==> src/rtl/uart_rf_pkg.sv <==
package uart_rf_pkg;

  // word index = byte offset / 4; software decodes these, so they are fixed
  typedef enum logic [3:0] {
    IDX_TXD  = 4'd0,
    IDX_RXD  = 4'd1,
    IDX_LSR  = 4'd2,
    IDX_CNT  = 4'd3,
    IDX_IEN  = 4'd4,
    IDX_ICLR = 4'd5,
    IDX_LCR  = 4'd6,
    IDX_CTL1 = 4'd7,
    IDX_THR  = 4'd8,
    IDX_DIVL = 4'd9,
    IDX_DIVH = 4'd10,
    IDX_IMS  = 4'd11
  } reg_idx_e;

  localparam int NUM_REGS = 12;

  localparam int BIT_RXF = 0;
  localparam int BIT_TXE = 1;
  localparam int BIT_BRK = 7;
  localparam int BIT_TMO = 13;

  localparam logic [7:0] LCR_RESET = 8'h1C;

  typedef struct packed {
    logic tmo;
    logic brk;
    logic txe;
    logic rxf;
  } irq_vec_t;

  function automatic irq_vec_t word_to_irq(input logic [31:0] w);
    irq_vec_t v;
    v.tmo = w[BIT_TMO];
    v.brk = w[BIT_BRK];
    v.txe = w[BIT_TXE];
    v.rxf = w[BIT_RXF];
    return v;
  endfunction

  function automatic logic [31:0] irq_to_word(input irq_vec_t v);
    logic [31:0] w;
    w = '0;
    w[BIT_TMO] = v.tmo;
    w[BIT_BRK] = v.brk;
    w[BIT_TXE] = v.txe;
    w[BIT_RXF] = v.rxf;
    return w;
  endfunction

endpackage

==> src/rtl/uart_rf_decode.sv <==
module uart_rf_decode
  import uart_rf_pkg::*;
#(
  parameter int ADDR_W = 6
) (
  input  logic                sel,
  input  logic                wr,
  input  logic [ADDR_W-1:0]   addr,
  output logic [NUM_REGS-1:0] wr_hit,
  output logic [NUM_REGS-1:0] rd_hit
);
  localparam int IDX_W = ADDR_W - 2;

  logic aligned;
  assign aligned = (addr[1:0] == 2'b00);

  for (genvar i = 0; i < NUM_REGS; i++) begin : g_hit
    logic match;
    assign match     = aligned && (addr[ADDR_W-1:2] == IDX_W'(i));
    assign wr_hit[i] = sel &&  wr && match;
    assign rd_hit[i] = sel && !wr && match;
  end
endmodule

==> src/rtl/uart_rf_irq.sv <==
module uart_rf_irq
  import uart_rf_pkg::*;
#(
  parameter int CNT_W = 8,
  parameter int THR_W = 7
) (
  input  logic             clk,
  input  logic             rst,
  input  logic [CNT_W-1:0] rx_count,
  input  logic [CNT_W-1:0] tx_count,
  input  logic [THR_W-1:0] rx_thr,
  input  logic [THR_W-1:0] tx_thr,
  input  logic             brk_evt,
  input  logic             tmo_evt,
  input  logic             clr_we,
  input  irq_vec_t         clr_bits,
  input  irq_vec_t         enable,
  output irq_vec_t         pend,
  output irq_vec_t         masked,
  output logic             irq
);
  logic brk_q, tmo_q;

  // event wins over a clear in the same cycle
  always_ff @(posedge clk) begin
    if (rst) begin
      brk_q <= 1'b0;
      tmo_q <= 1'b0;
    end else begin
      brk_q <= (brk_q && !(clr_we && clr_bits.brk)) || brk_evt;
      tmo_q <= (tmo_q && !(clr_we && clr_bits.tmo)) || tmo_evt;
    end
  end

  always_comb begin
    pend.rxf = (rx_count >= CNT_W'(rx_thr));
    pend.txe = (tx_count <= CNT_W'(tx_thr));
    pend.brk = brk_q;
    pend.tmo = tmo_q;
  end

  assign masked = pend & enable;

  always_ff @(posedge clk) begin
    if (rst) irq <= 1'b0;
    else     irq <= |masked;
  end
endmodule

==> src/rtl/uart_regfile.sv <==
module uart_regfile
  import uart_rf_pkg::*;
#(
  parameter int ADDR_W     = 6,
  parameter int FIFO_DEPTH = 128,
  parameter int CNT_W      = $clog2(FIFO_DEPTH + 1),
  parameter int THR_W      = 7,
  parameter int DIV_LO_W   = 16,
  parameter int DIV_HI_W   = 5
) (
  input  logic                         clk,
  input  logic                         rst,
  input  logic                         bus_sel,
  input  logic                         bus_wr,
  input  logic [ADDR_W-1:0]            bus_addr,
  input  logic [31:0]                  bus_wdata,
  output logic [31:0]                  bus_rdata,
  output logic                         tx_push,
  output logic [7:0]                   tx_byte,
  input  logic                         tx_full,
  input  logic [CNT_W-1:0]             tx_count,
  output logic                         rx_pop,
  input  logic [7:0]                   rx_byte,
  input  logic [CNT_W-1:0]             rx_count,
  input  logic                         st_parity,
  input  logic                         st_frame,
  input  logic                         st_overrun,
  input  logic                         st_break,
  input  logic                         tx_idle,
  input  logic                         brk_evt,
  input  logic                         tmo_evt,
  output logic [7:0]                   line_ctrl,
  output logic [15:0]                  ctrl1,
  output logic [DIV_HI_W+DIV_LO_W-1:0] divisor,
  output logic                         irq,
  output logic                         dma_req
);
  localparam int TX_THR_POS = 8;
  localparam int TX_CNT_POS = 8;
  localparam int DMA_EN_BIT = 15;

  logic [NUM_REGS-1:0] wr_hit, rd_hit;
  irq_vec_t            ien_q, pend, masked;
  logic [THR_W-1:0]    rx_thr_q, tx_thr_q;
  logic [DIV_LO_W-1:0] div_lo_q;
  logic [DIV_HI_W-1:0] div_hi_q;
  logic [31:0]         rd_word;
  logic                unused_wdata;

  assign unused_wdata = ^bus_wdata;

  uart_rf_decode #(.ADDR_W(ADDR_W)) u_decode (
    .sel    (bus_sel),
    .wr     (bus_wr),
    .addr   (bus_addr),
    .wr_hit (wr_hit),
    .rd_hit (rd_hit)
  );

  uart_rf_irq #(.CNT_W(CNT_W), .THR_W(THR_W)) u_irq (
    .clk      (clk),
    .rst      (rst),
    .rx_count (rx_count),
    .tx_count (tx_count),
    .rx_thr   (rx_thr_q),
    .tx_thr   (tx_thr_q),
    .brk_evt  (brk_evt),
    .tmo_evt  (tmo_evt),
    .clr_we   (wr_hit[IDX_ICLR]),
    .clr_bits (word_to_irq(bus_wdata)),
    .enable   (ien_q),
    .pend     (pend),
    .masked   (masked),
    .irq      (irq)
  );

  // FIFO strobes follow the access in the same cycle
  assign tx_push = wr_hit[IDX_TXD] && !tx_full;
  assign tx_byte = bus_wdata[7:0];
  assign rx_pop  = rd_hit[IDX_RXD];

  // configuration registers
  always_ff @(posedge clk) begin
    if (rst) begin
      ien_q     <= '0;
      line_ctrl <= LCR_RESET;
      ctrl1     <= '0;
      rx_thr_q  <= '0;
      tx_thr_q  <= '0;
      div_lo_q  <= '0;
      div_hi_q  <= '0;
    end else begin
      if (wr_hit[IDX_IEN])  ien_q     <= word_to_irq(bus_wdata);
      if (wr_hit[IDX_LCR])  line_ctrl <= bus_wdata[7:0];
      if (wr_hit[IDX_CTL1]) ctrl1     <= bus_wdata[15:0];
      if (wr_hit[IDX_THR]) begin
        rx_thr_q <= bus_wdata[THR_W-1:0];
        tx_thr_q <= bus_wdata[TX_THR_POS +: THR_W];
      end
      if (wr_hit[IDX_DIVL]) div_lo_q  <= bus_wdata[DIV_LO_W-1:0];
      if (wr_hit[IDX_DIVH]) div_hi_q  <= bus_wdata[DIV_HI_W-1:0];
    end
  end

  assign divisor = {div_hi_q, div_lo_q};

  // read data selection
  always_comb begin
    rd_word = '0;
    if (rd_hit[IDX_RXD]) rd_word[7:0] = rx_byte;
    if (rd_hit[IDX_LSR]) begin
      rd_word[2]  = st_parity;
      rd_word[3]  = st_frame;
      rd_word[4]  = st_overrun;
      rd_word[7]  = st_break;
      rd_word[15] = tx_idle;
    end
    if (rd_hit[IDX_CNT]) begin
      rd_word[CNT_W-1:0]             = rx_count;
      rd_word[TX_CNT_POS +: CNT_W]   = tx_count;
    end
    if (rd_hit[IDX_IEN])  rd_word = irq_to_word(ien_q);
    if (rd_hit[IDX_LCR])  rd_word[7:0] = line_ctrl;
    if (rd_hit[IDX_CTL1]) rd_word[15:0] = ctrl1;
    if (rd_hit[IDX_THR]) begin
      rd_word[THR_W-1:0]          = rx_thr_q;
      rd_word[TX_THR_POS +: THR_W] = tx_thr_q;
    end
    if (rd_hit[IDX_DIVL]) rd_word[DIV_LO_W-1:0] = div_lo_q;
    if (rd_hit[IDX_DIVH]) rd_word[DIV_HI_W-1:0] = div_hi_q;
    if (rd_hit[IDX_IMS])  rd_word = irq_to_word(masked);
  end

  always_ff @(posedge clk) begin
    if (rst)          bus_rdata <= '0;
    else if (|rd_hit) bus_rdata <= rd_word;
  end

  always_ff @(posedge clk) begin
    if (rst) dma_req <= 1'b0;
    else     dma_req <= ctrl1[DMA_EN_BIT] && (pend.rxf || pend.txe);
  end
endmodule

==> config.mk <==
export PLATFORM = sky130hd
export DESIGN_NAME = uart_regfile
export DESIGN_NICKNAME = d
export VERILOG_FILES = /design/src/rtl/uart_rf_pkg.sv /design/src/rtl/uart_rf_decode.sv /design/src/rtl/uart_rf_irq.sv /design/src/rtl/uart_regfile.sv
export SDC_FILE = /design/constraint.sdc
export NUM_CORES = 1
export LEC_CHECK = 0
export ABC_CLOCK_PERIOD_IN_PS = 2100
export CAP_MARGIN = 40
export CELL_PAD_IN_SITES_DETAIL_PLACEMENT = 2
export CELL_PAD_IN_SITES_GLOBAL_PLACEMENT = 2
export CORE_MARGIN = 2
export CORE_UTILIZATION = 35
export CTS_CLUSTER_SIZE = 28
export DETAILED_ROUTE_END_ITERATION = 7
export DONT_BUFFER_PORTS = 1
export PLACE_DENSITY_LB_ADDON = 0.1
export SYNTH_ARGS = -nofsm -noshare
export SYNTH_HDL_FRONTEND = slang
export SYNTH_SLANG_ARGS = --single-unit
==> constraint.sdc <==
create_clock -name clk -period 2.1 [get_ports clk]
set_input_delay 0.315 -clock clk [delete_from_list [all_inputs] [get_ports clk]]
set_output_delay 0.315 -clock clk [all_outputs]
set_load 0.01 [all_outputs]
# [Yosys cells after proc, flatten, opt, wreduce, memory -nomap -nowiden]
# Cells that the tools add are included.
[classes] order_cmp=2 n_eq_ne=11 muxes=13 n_bitwise=1 n_reduce_logical=51
[op_table] operator="16-bit two-way mux" count=4
[op_table] operator="1-bit logical AND" count=40
[op_table] operator="32-bit two-way mux" count=1
[op_table] operator="4-bit by 3-bit equality test with 1-bit output, second input constant" count=4
[op_table] operator="4-bit equality test, second input constant" count=4
[op_table] operator="8-bit two-way mux" count=2
[op_table] operator="7-bit two-way mux" count=2
[op_table] operator="12-bit OR reduction" count=1
[op_table] operator="4-bit by 2-bit equality test with 1-bit output, second input constant" count=2
[op_table] operator="8-bit by 7-bit greater-or-equal comparator with 1-bit output" count=1
[op_table] operator="8-bit by 7-bit <= comparator with 1-bit output" count=1
[op_table] operator="5-bit two-way mux" count=1
[op_table] operator="4-bit AND" count=1
[op_table] operator="4-bit by 1-bit equality test with 1-bit output, second input constant" count=1
[op_table] operator="1-bit logical NOT" count=4
[op_table] operator="4-bit logical NOT" count=1
[op_table] operator="4-bit OR reduction" count=1
[op_table] operator="1-bit logical OR" count=3
[op_table] operator="3-bit two-way mux" count=1
[op_table] operator="2-bit logical NOT" count=1
[op_table] operator="1-bit two-way mux" count=2
[word_totals] ff_bits=99 inputBits=74

# [Longest topological paths before layout]
# Gate-level depths: netlist of run 1.
[depth] word_depth=13 ltp_mapped=8

# [Cells and area by module]
# From an unflattened synthesis of run 1, not the netlist that was laid out.
[hier_totals] cells_unflattened=546 hier_area_um2=4590.7
[by_module_without_submodules] mod="uart_regfile" instances=1 cells_per_inst=442 area_each_um2=3856.2
[by_module_without_submodules] mod="uart_rf_irq" instances=1 cells_per_inst=67 area_each_um2=525.5
[by_module_without_submodules] mod="uart_rf_decode" instances=1 cells_per_inst=37 area_each_um2=209.0

# [Worst setup path after synthesis of run 1]
# OpenSTA, ideal clock, no wires.
[synth_path] path_kind="input-to-reg" from="input port bus_addr[4]" to="register div_lo_q[2]" setup_time_ns=0.132 arrival_ns=1.730 required_time_ns=1.968 slack_ns=0.238 path_stages=7 path_cell_list="or4b_1 -> buf_6 -> or3_1 -> clkbuf_1 -> buf_2 -> nand2_1 -> a21oi_1"
[synth_via] elab_chain_len=3
[synth_lines] item="start, declared" line="uart_regfile.sv:15" text="input logic [ADDR_W-1:0] bus_addr,"
[synth_lines] item="4-bit equality test" line="uart_rf_decode.sv:19" text="assign match = aligned && (addr[ADDR_W-1:2] == IDX_W'(i));"
[synth_lines] item="1-bit logical AND" line="uart_rf_decode.sv:19"
[synth_lines] item="1-bit logical AND" line="uart_rf_decode.sv:20" text="assign wr_hit[i] = sel && wr && match;"
[synth_lines] item="end signal, assigned" line="uart_regfile.sv:100" text="if (wr_hit[IDX_DIVL]) div_lo_q <= bus_wdata[DIV_LO_W-1:0];"
[synth_lines] item="end, declared" line="uart_regfile.sv:45" text="logic [DIV_LO_W-1:0] div_lo_q;"
# No other way between the ends.
# A chain may end at the register's enable or synchronous reset.

# [Worst setup path in the final report of run 1]
[layout_path] from="input port bus_addr[5]" to="output port tx_push"
[layout_via] elab_chain_len=4
[layout_lines] item="4-bit logical NOT" line="uart_rf_decode.sv:19"
[layout_lines] item="1-bit logical AND" line="uart_rf_decode.sv:19"
[layout_lines] item="1-bit logical AND" line="uart_rf_decode.sv:20"
[layout_lines] item="1-bit logical AND" line="uart_regfile.sv:78" text="assign tx_push = wr_hit[IDX_TXD] && !tx_full;"
[layout_lines] item="end, declared" line="uart_regfile.sv:18" text="output logic tx_push,"
# No other way between the ends.

==> results of run 1 <==
## final cells by class
cell class / count / area share (%)
sequential: 83 / 33.9
tap: 168 / 4.29
clock buffer: 12 / 4.83
clock inverter: 4 / 1.05
inverter: 21 / 1.61
multi-input combinational: 409 / 48.2
timing repair buffer: 38 / 6.08
## sequential cells by signal (all words and copies together), names as in the netlist, 4 cells and up
register	flops
line_ctrl	8
ctrl1	16
div_lo_q	16
bus_rdata	16
tx_thr_q	7
ien_q	4
div_hi_q	5
rx_thr_q	7
## report_power, final
group	switching (uW)	leakage, uW	total (uW)	internal (uW)
Combinational	102	0.000798	171	69.0
Sequential	9.21	0.000669	1590	1580
Clock	665	0.000137	1590	924
## synth_stat cells (4+ instances only)
cell / number / share of area (%)
a222oi_1: 6 / 1.4
a31oi_1: 11 / 1.6
o22ai_1: 6 / 0.86
nand2b_1: 7 / 1.0
o21ai_0: 11 / 1.3
nand3_1: 6 / 0.69
a211o_1: 5 / 1.0
nor4_1: 4 / 0.57
buf_4: 26 / 4.5
a221oi_1: 7 / 1.4
nand2_1: 118 / 10
buf_2: 7 / 0.80
mux2i_1: 21 / 4.8
clkbuf_1: 24 / 2.1
ha_1: 14 / 4.0
dfxtp_1: 83 / 38
nand3b_1: 4 / 0.69
inv_1: 21 / 1.8
a21oi_1: 63 / 7.2
nor2_1: 38 / 3.3
nor2b_1: 4 / 0.57
or3_1: 5 / 0.71
a211oi_1: 9 / 1.5
nor3_1: 13 / 1.5
## how the worst min path moves through the flow
stage                     startpoint                   endpoint  slack [ns]  cells after the start
after detailed placement         rst   rx_thr_q[6]$_SDFFE_PP0P_        0.40                      1
after global placement           rst  bus_rdata[1]$_SDFFE_PP0P_        0.40                      1
after floorplan              brk_evt     u_irq.brk_q$_SDFF_PP0_        0.43                      2
final                            rst   rx_thr_q[6]$_SDFFE_PP0P_        0.04                      1
after CTS                        rst   tx_thr_q[4]$_SDFFE_PP0P_        0.03                      1
after global routing             rst  bus_rdata[1]$_SDFFE_PP0P_        0.04                      1
## stage by stage
step	setup slack, ns	instance area [um2]	utilization, %
2_1_floorplan	0.238	4440	-
3_3_place_gp	0.105	4610	38.1
3_5_place_dp	0.0485	4610	38.1
4_1_cts	0.189	4900	40.4
5_1_grt	0.0620	4900	40.4
6_report	0.167	4900	40.4
## critical path: cells and delay by family
family	cells	cell delay (ns)
and+or+nand+nor	2	1.10
buffers and inverters	1	0.20
## kinds of logic after synthesis
| family | after synthesis |
|---|---|
| compound gates | 144 |
| fa+ha+maj | 14 |
| buf+inv | 80 |
| flops | 83 |
| mux | 22 |
| other cells | 1 |
| simple gates | 213 |
## layer usage
metal / vias up / part of all wire (%) / global-route usage [%] / routed length [um]
met5: - / 0 / 0 / 0
met4: 0 / 2.0 / 8.81 / 337
met3: 24 / 5.9 / 5.28 / 1010
met2: 128 / 46 / 41.1 / 7870
met1: 2096 / 46 / 35.9 / 7980
li1: 1934 / - / - / -
==> out/results.ini, run 1 <==
[timing]
fin_crit_ns = 1.93
fmax_mhz = 517
hold_viol = 0
finClkSkew_ns = 0.0126
post-route-period-util_pct = 92.1
setup_viol = 0
slew_viol_final = 0
tns_ns = 0
fin_hold_ws_ns = 0.0398
slew-limit-headroom_pct = 66.6
worstMarginPinSlew_ns = 0.498
rsz0062_at_grt = no

[die]
core_mm2 = 0.0121
num_rows = 40
dieArea_mm2 = 0.0134
fp.dieW_um = 116
top_level_ports = 163
die_h_um = 116
start_util_pct = 36.2

[final_layout]
layout_common_cells = nand2_1, dfxtp_1, a21oi_1, nor2_1, buf_4
multi_input_area_mm2 = 0.00236
antenna-diode-count = 0
regArea_mm2 = 0.00166
layout.cells.most_common = nand2_1
post_layout_nonfiller_instances = 735
fill_cells = 1435
nets = 650
drive_above_1_share_pct = 10.2
synthToLayoutAreaGrowth_pct = 11.8

[setup_path]
cpMaxStageDelayCell = or4_1
slowest_delay_ns = 0.65
r2r-start = tx_thr_q[2]$_SDFFE_PP0P_
crit_start = bus_addr[5]
r2r-end = u_irq.irq$_SDFF_PP0_
worst-r2r-cell-count = 7
crit_required_ns = 1.78
setup.worst_path.end = tx_push
cp_max_fo = 8
startpoint_type = input port
path_cells = or4_1 -> nor4_1 -> buf_4
critPathCaptureType = output pin
crit_arrival_ns = 1.62
crit_type = input port to output pin
r2r_slack_ns = 0.20

[placement]
port_buffers = 0
place_congestion = 0.869
dp.cells = 719
hpwl_um = 13000

[synth]
yosys.area_share.simple_pct = 22.1
ys_async_sr_fraction_pct = 0
synthCells = 557
synth_top_family_by_area = simple AND/OR/NAND/NOR gates
synth_fa_ha_area_share_pct = 4.00
synth-main-ff-cell = dfxtp_1
synth_area_mm2 = 0.00438
ys_seq_elements = 83
yosys.area_share.xor_xnor_pct = 0
synth_edf_count = 0
ys_seq_area_share_pct = 37.9
syn_avg_cell_area_um2 = 7.86
synth_compound_area_share_pct = 21.4
synthMuxAreaShare_pct = 5.06
yosysWarnings = 0
ys_types = 57

[power]
power.density_mw_per_mm2 = 684
finalPower_uw = 3350
vdd_ir_drop_max_mv = 0.428
total_leakage_power_uw = 0.00160

[detailed_routing]
wl_um = 17200
drc = 0
routed_via_density = 5.69
ant_nets = 0
first_iter_violations = 232
first_pass_iters = 5
vias = 4182
detail_route.wl_per_cell_um = 23.4

[clock_tree]
clock_latency_ns = 0.35
cts_tree = yes
path_clk_slew_ns = 0.06
root_buffer = clkbuf_16
post_cts_buffers = 0
postCtsHoldBufs = 0
cts.sinks = 83
h-tree-depth = 3
clk_path_buf_depth = 2
numCtsBuffers = 9
cts_resized = 0

[global_routing]
grtUsageTotal_pct = 26.2
antenna_found_initial = 0
grt_pass1_wl_um = 26200
grt-ovfl-total = 0
grt_max_degree = 85
grt_pass1_vias = 4425

[job]
cap_viol_max_count = 0

[status]
status = finished, final reports clean

[hold_path]
hp-class = input port to flip-flop

Power figures use the tool's default switching activity.
==> run 2: changes to the inputs <==
--- a/config.mk
+++ b/config.mk
@@ -5,16 +5,17 @@
 export SDC_FILE = /design/constraint.sdc
 export NUM_CORES = 1
 export LEC_CHECK = 0
-export ABC_CLOCK_PERIOD_IN_PS = 2100
+export ABC_CLOCK_PERIOD_IN_PS = 1650
 export CAP_MARGIN = 40
 export CELL_PAD_IN_SITES_DETAIL_PLACEMENT = 2
 export CELL_PAD_IN_SITES_GLOBAL_PLACEMENT = 2
 export CORE_MARGIN = 2
-export CORE_UTILIZATION = 35
+export CORE_UTILIZATION = 31
 export CTS_CLUSTER_SIZE = 28
 export DETAILED_ROUTE_END_ITERATION = 7
 export DONT_BUFFER_PORTS = 1
 export PLACE_DENSITY_LB_ADDON = 0.1
+export REMOVE_ABC_BUFFERS = 1
 export SYNTH_ARGS = -nofsm -noshare
 export SYNTH_HDL_FRONTEND = slang
 export SYNTH_SLANG_ARGS = --single-unit
==> constraint.sdc (replaced) <==
create_clock -name clk -period 1.65 [get_ports clk]
set_input_delay 0.2475 -clock clk [delete_from_list [all_inputs] [get_ports clk]]
set_output_delay 0.2475 -clock clk [all_outputs]
set_load 0.01 [all_outputs]
==> run 2 against run 1 <==
The flow now finishes with violations (negative hold slack, negative setup slack). First-iteration DRC count increased by 10%. Wire length grew 6.7%. Final cell count increased by 6.3%. Die area increased by 12%. Clock-buffer cell count fell by 1. Critical path depth increased by 3. Critical path type is now flip-flop to flip-flop. Power increased by 32%. Final area increased by 11%. Non-clock buffer count grew 34. Register-to-register slack lost 0.21 ns. Clock power grew 33%. Global-route usage decreased by 1.7 points.
==> out/results.ini, run 2 (synthesized netlist as in run 1, its figures left out) <==
[final_layout]
nets = 684  ; +5.2%
reg.largest.list = bus_rdata x16, ctrl1 x16, div_lo_q x16
drive_above_1_share_pct = 21.0  ; +11 points
final_area_mm2 = 0.00542  ; +11%
layout.cells.most_common = nand2_1
synthToLayoutAreaGrowth_pct = 23.7
layout_common_cells = nand2_1, dfxtp_1, buf_4, a21oi_1, nor2_1
post_layout_nonfiller_instances = 781  ; +6.3%
antenna-diode-count = 0  ; unchanged

[timing]
setup_viol = 1  ; +1
fin_hold_ws_ns = -0.0338  ; -0.0736 ns
fmax_mhz = 601
finClkSkew_ns = 0.00845  ; -0.00413 ns
hold_viol = 14  ; +14
slew_viol_final = 0  ; unchanged
rsz0062_at_grt = yes
post-route-period-util_pct = 101
fin_crit_ns = 1.66
fin_ws_ns = -0.0131  ; -0.180 ns

[die]
dieArea_mm2 = 0.0151  ; +12%
die_h_um = 123  ; +6.0%
core_mm2 = 0.0138  ; +14%
top_level_ports = 163  ; unchanged
fp.dieW_um = 123  ; +6.0%
num_rows = 43  ; +7.5%
start_util_pct = 31.7  ; -4.5 points

[setup_path]
critPathCaptureType = flip-flop
r2r_slack_ns = -0.01  ; -0.21 ns
slowest_delay_ns = 0.34  ; -0.31 ns
cpMaxStageDelayCell = dfxtp_2
crit_required_ns = 1.90  ; +0.12 ns
crit_arrival_ns = 1.91  ; +0.29 ns
crit_type = flip-flop to flip-flop
cp_max_fo = 3  ; -5
crit_buf_inv = 1  ; unchanged
startpoint_type = flip-flop
path_cells = inv_1 -> ha_1 -> or3_4 -> o221ai_4 -> a21oi_4 -> a2111oi_4
path_delay_family = compound AO/OA/AOI/OAI gates

[status]
failed_checks = negative hold slack, negative setup slack
status = finished with violations

[clock_tree]
clock_latency_ns = 0.35  ; about the same
cts_tree = yes
numCtsBuffers = 9  ; unchanged
h-tree-depth = 3  ; unchanged
path_clk_slew_ns = 0.07  ; about the same
cts.sinks = 83  ; unchanged
root_buffer = clkbuf_16
clk_path_buf_depth = 2  ; unchanged

[placement]
post-place-ws_ns = -0.343  ; -0.391 ns
dp.cells = 765  ; +6.4%
port_buffers = 0  ; unchanged
place_congestion = 0.847  ; -2.6%
place_area_mm2 = 0.00492  ; +6.7%
hpwl_um = 13200  ; +1.3%

[global_routing]
grt-ovfl-total = 0  ; unchanged
grt_pass1_wl_um = 27100  ; +3.7%
grt_pass1_vias = 4584  ; +3.6%
grt_max_degree = 85  ; unchanged
antenna_found_initial = 0  ; unchanged
grtUsageTotal_pct = 24.4  ; -1.7 points

[detailed_routing]
first_iter_violations = 256  ; +10%
first_pass_iters = 4  ; -1
drc = 0  ; unchanged
ant_nets = 0  ; unchanged
vias = 4310  ; +3.1%
detail_route.wl_per_cell_um = 23.5  ; +0.45%
routed_via_density = 5.52  ; -3.0%
wl_um = 18400  ; +6.7%

[power]
power.density_mw_per_mm2 = 816  ; +19%
vdd_ir_drop_max_mv = 0.398  ; -7.0%
total_leakage_power_uw = 0.00183  ; +14%
finalPower_uw = 4420  ; +32%

[hold_path]
hp-class = input port to flip-flop

[job]
cap_viol_max_count = 0  ; unchanged

run 2: changes by cell type in the layout (fill, tap and decap cells not counted), moves of 4 or more:
cell,change
ha_4,+5
ha_1,-5
a21oi_1,-4
dfxtp_1,-8
dfxtp_2,+8
buf_4,+31
run 2: cell type report:
| class | instances | area, um2 |
|---|---|---|
| flip-flops and latches | 83 | 1670 |
| clock inverters | 5 | 61.3 |
| multi-input cells | 409 | 2550 |
| inverters | 21 | 78.8 |
| repair buffers | 72 | 591 |
| clock buffers | 11 | 243 |
| fillers | 1564 | 8410 |
| well taps | 180 | 225 |
run 2: timing repair:
| item | 4_1_cts | 5_1_grt |
|---|---|---|
| hold endpoints to repair | 74 | 72 |
| resized for setup | 14 | 26 |
| setup buffers | 0 | 2 |
| setup endpoints to repair | 5 | 17 |
| pin swaps | 5 | 12 |
run 2: final timing paths:
kind,startpoint,end,cells past startpoint
worst max-delay path,tx_thr_q[3]$_SDFFE_PP0P_,bus_rdata[1]$_SDFFE_PP0P_,6
worst min-delay path,rst,div_lo_q[10]$_SDFFE_PP0P_,1
worst max register to register,tx_thr_q[3]$_SDFFE_PP0P_,bus_rdata[1]$_SDFFE_PP0P_,6
worst min register to register,rx_thr_q[1]$_SDFFE_PP0P_,rx_thr_q[1]$_SDFFE_PP0P_,2
run 2: through the flow:
step	util (%)	setup TNS, ns
floorplan	-	-12.45
global placement	35.6	-9.11
detailed placement	35.6	-12.62
CTS	38.1	-0.0274
global route	39.2	-0.193
finish	39.2	-0.0131
run 2: per-layer routing:
layer | GRT usage (%) | part of all wire (%)
met2 | 39.7 | 47
met5 | 0 | 0
met3 | 6.37 | 6.5
met4 | 6.32 | 1.3
met1 | 32.1 | 45
run 2: power breakdown:
group	switching (uW)	internal, uW	leakage [uW]
Combinational	154	121	0.00102
Clock	903	1220	0.000138
Sequential	11.4	2010	0.000673
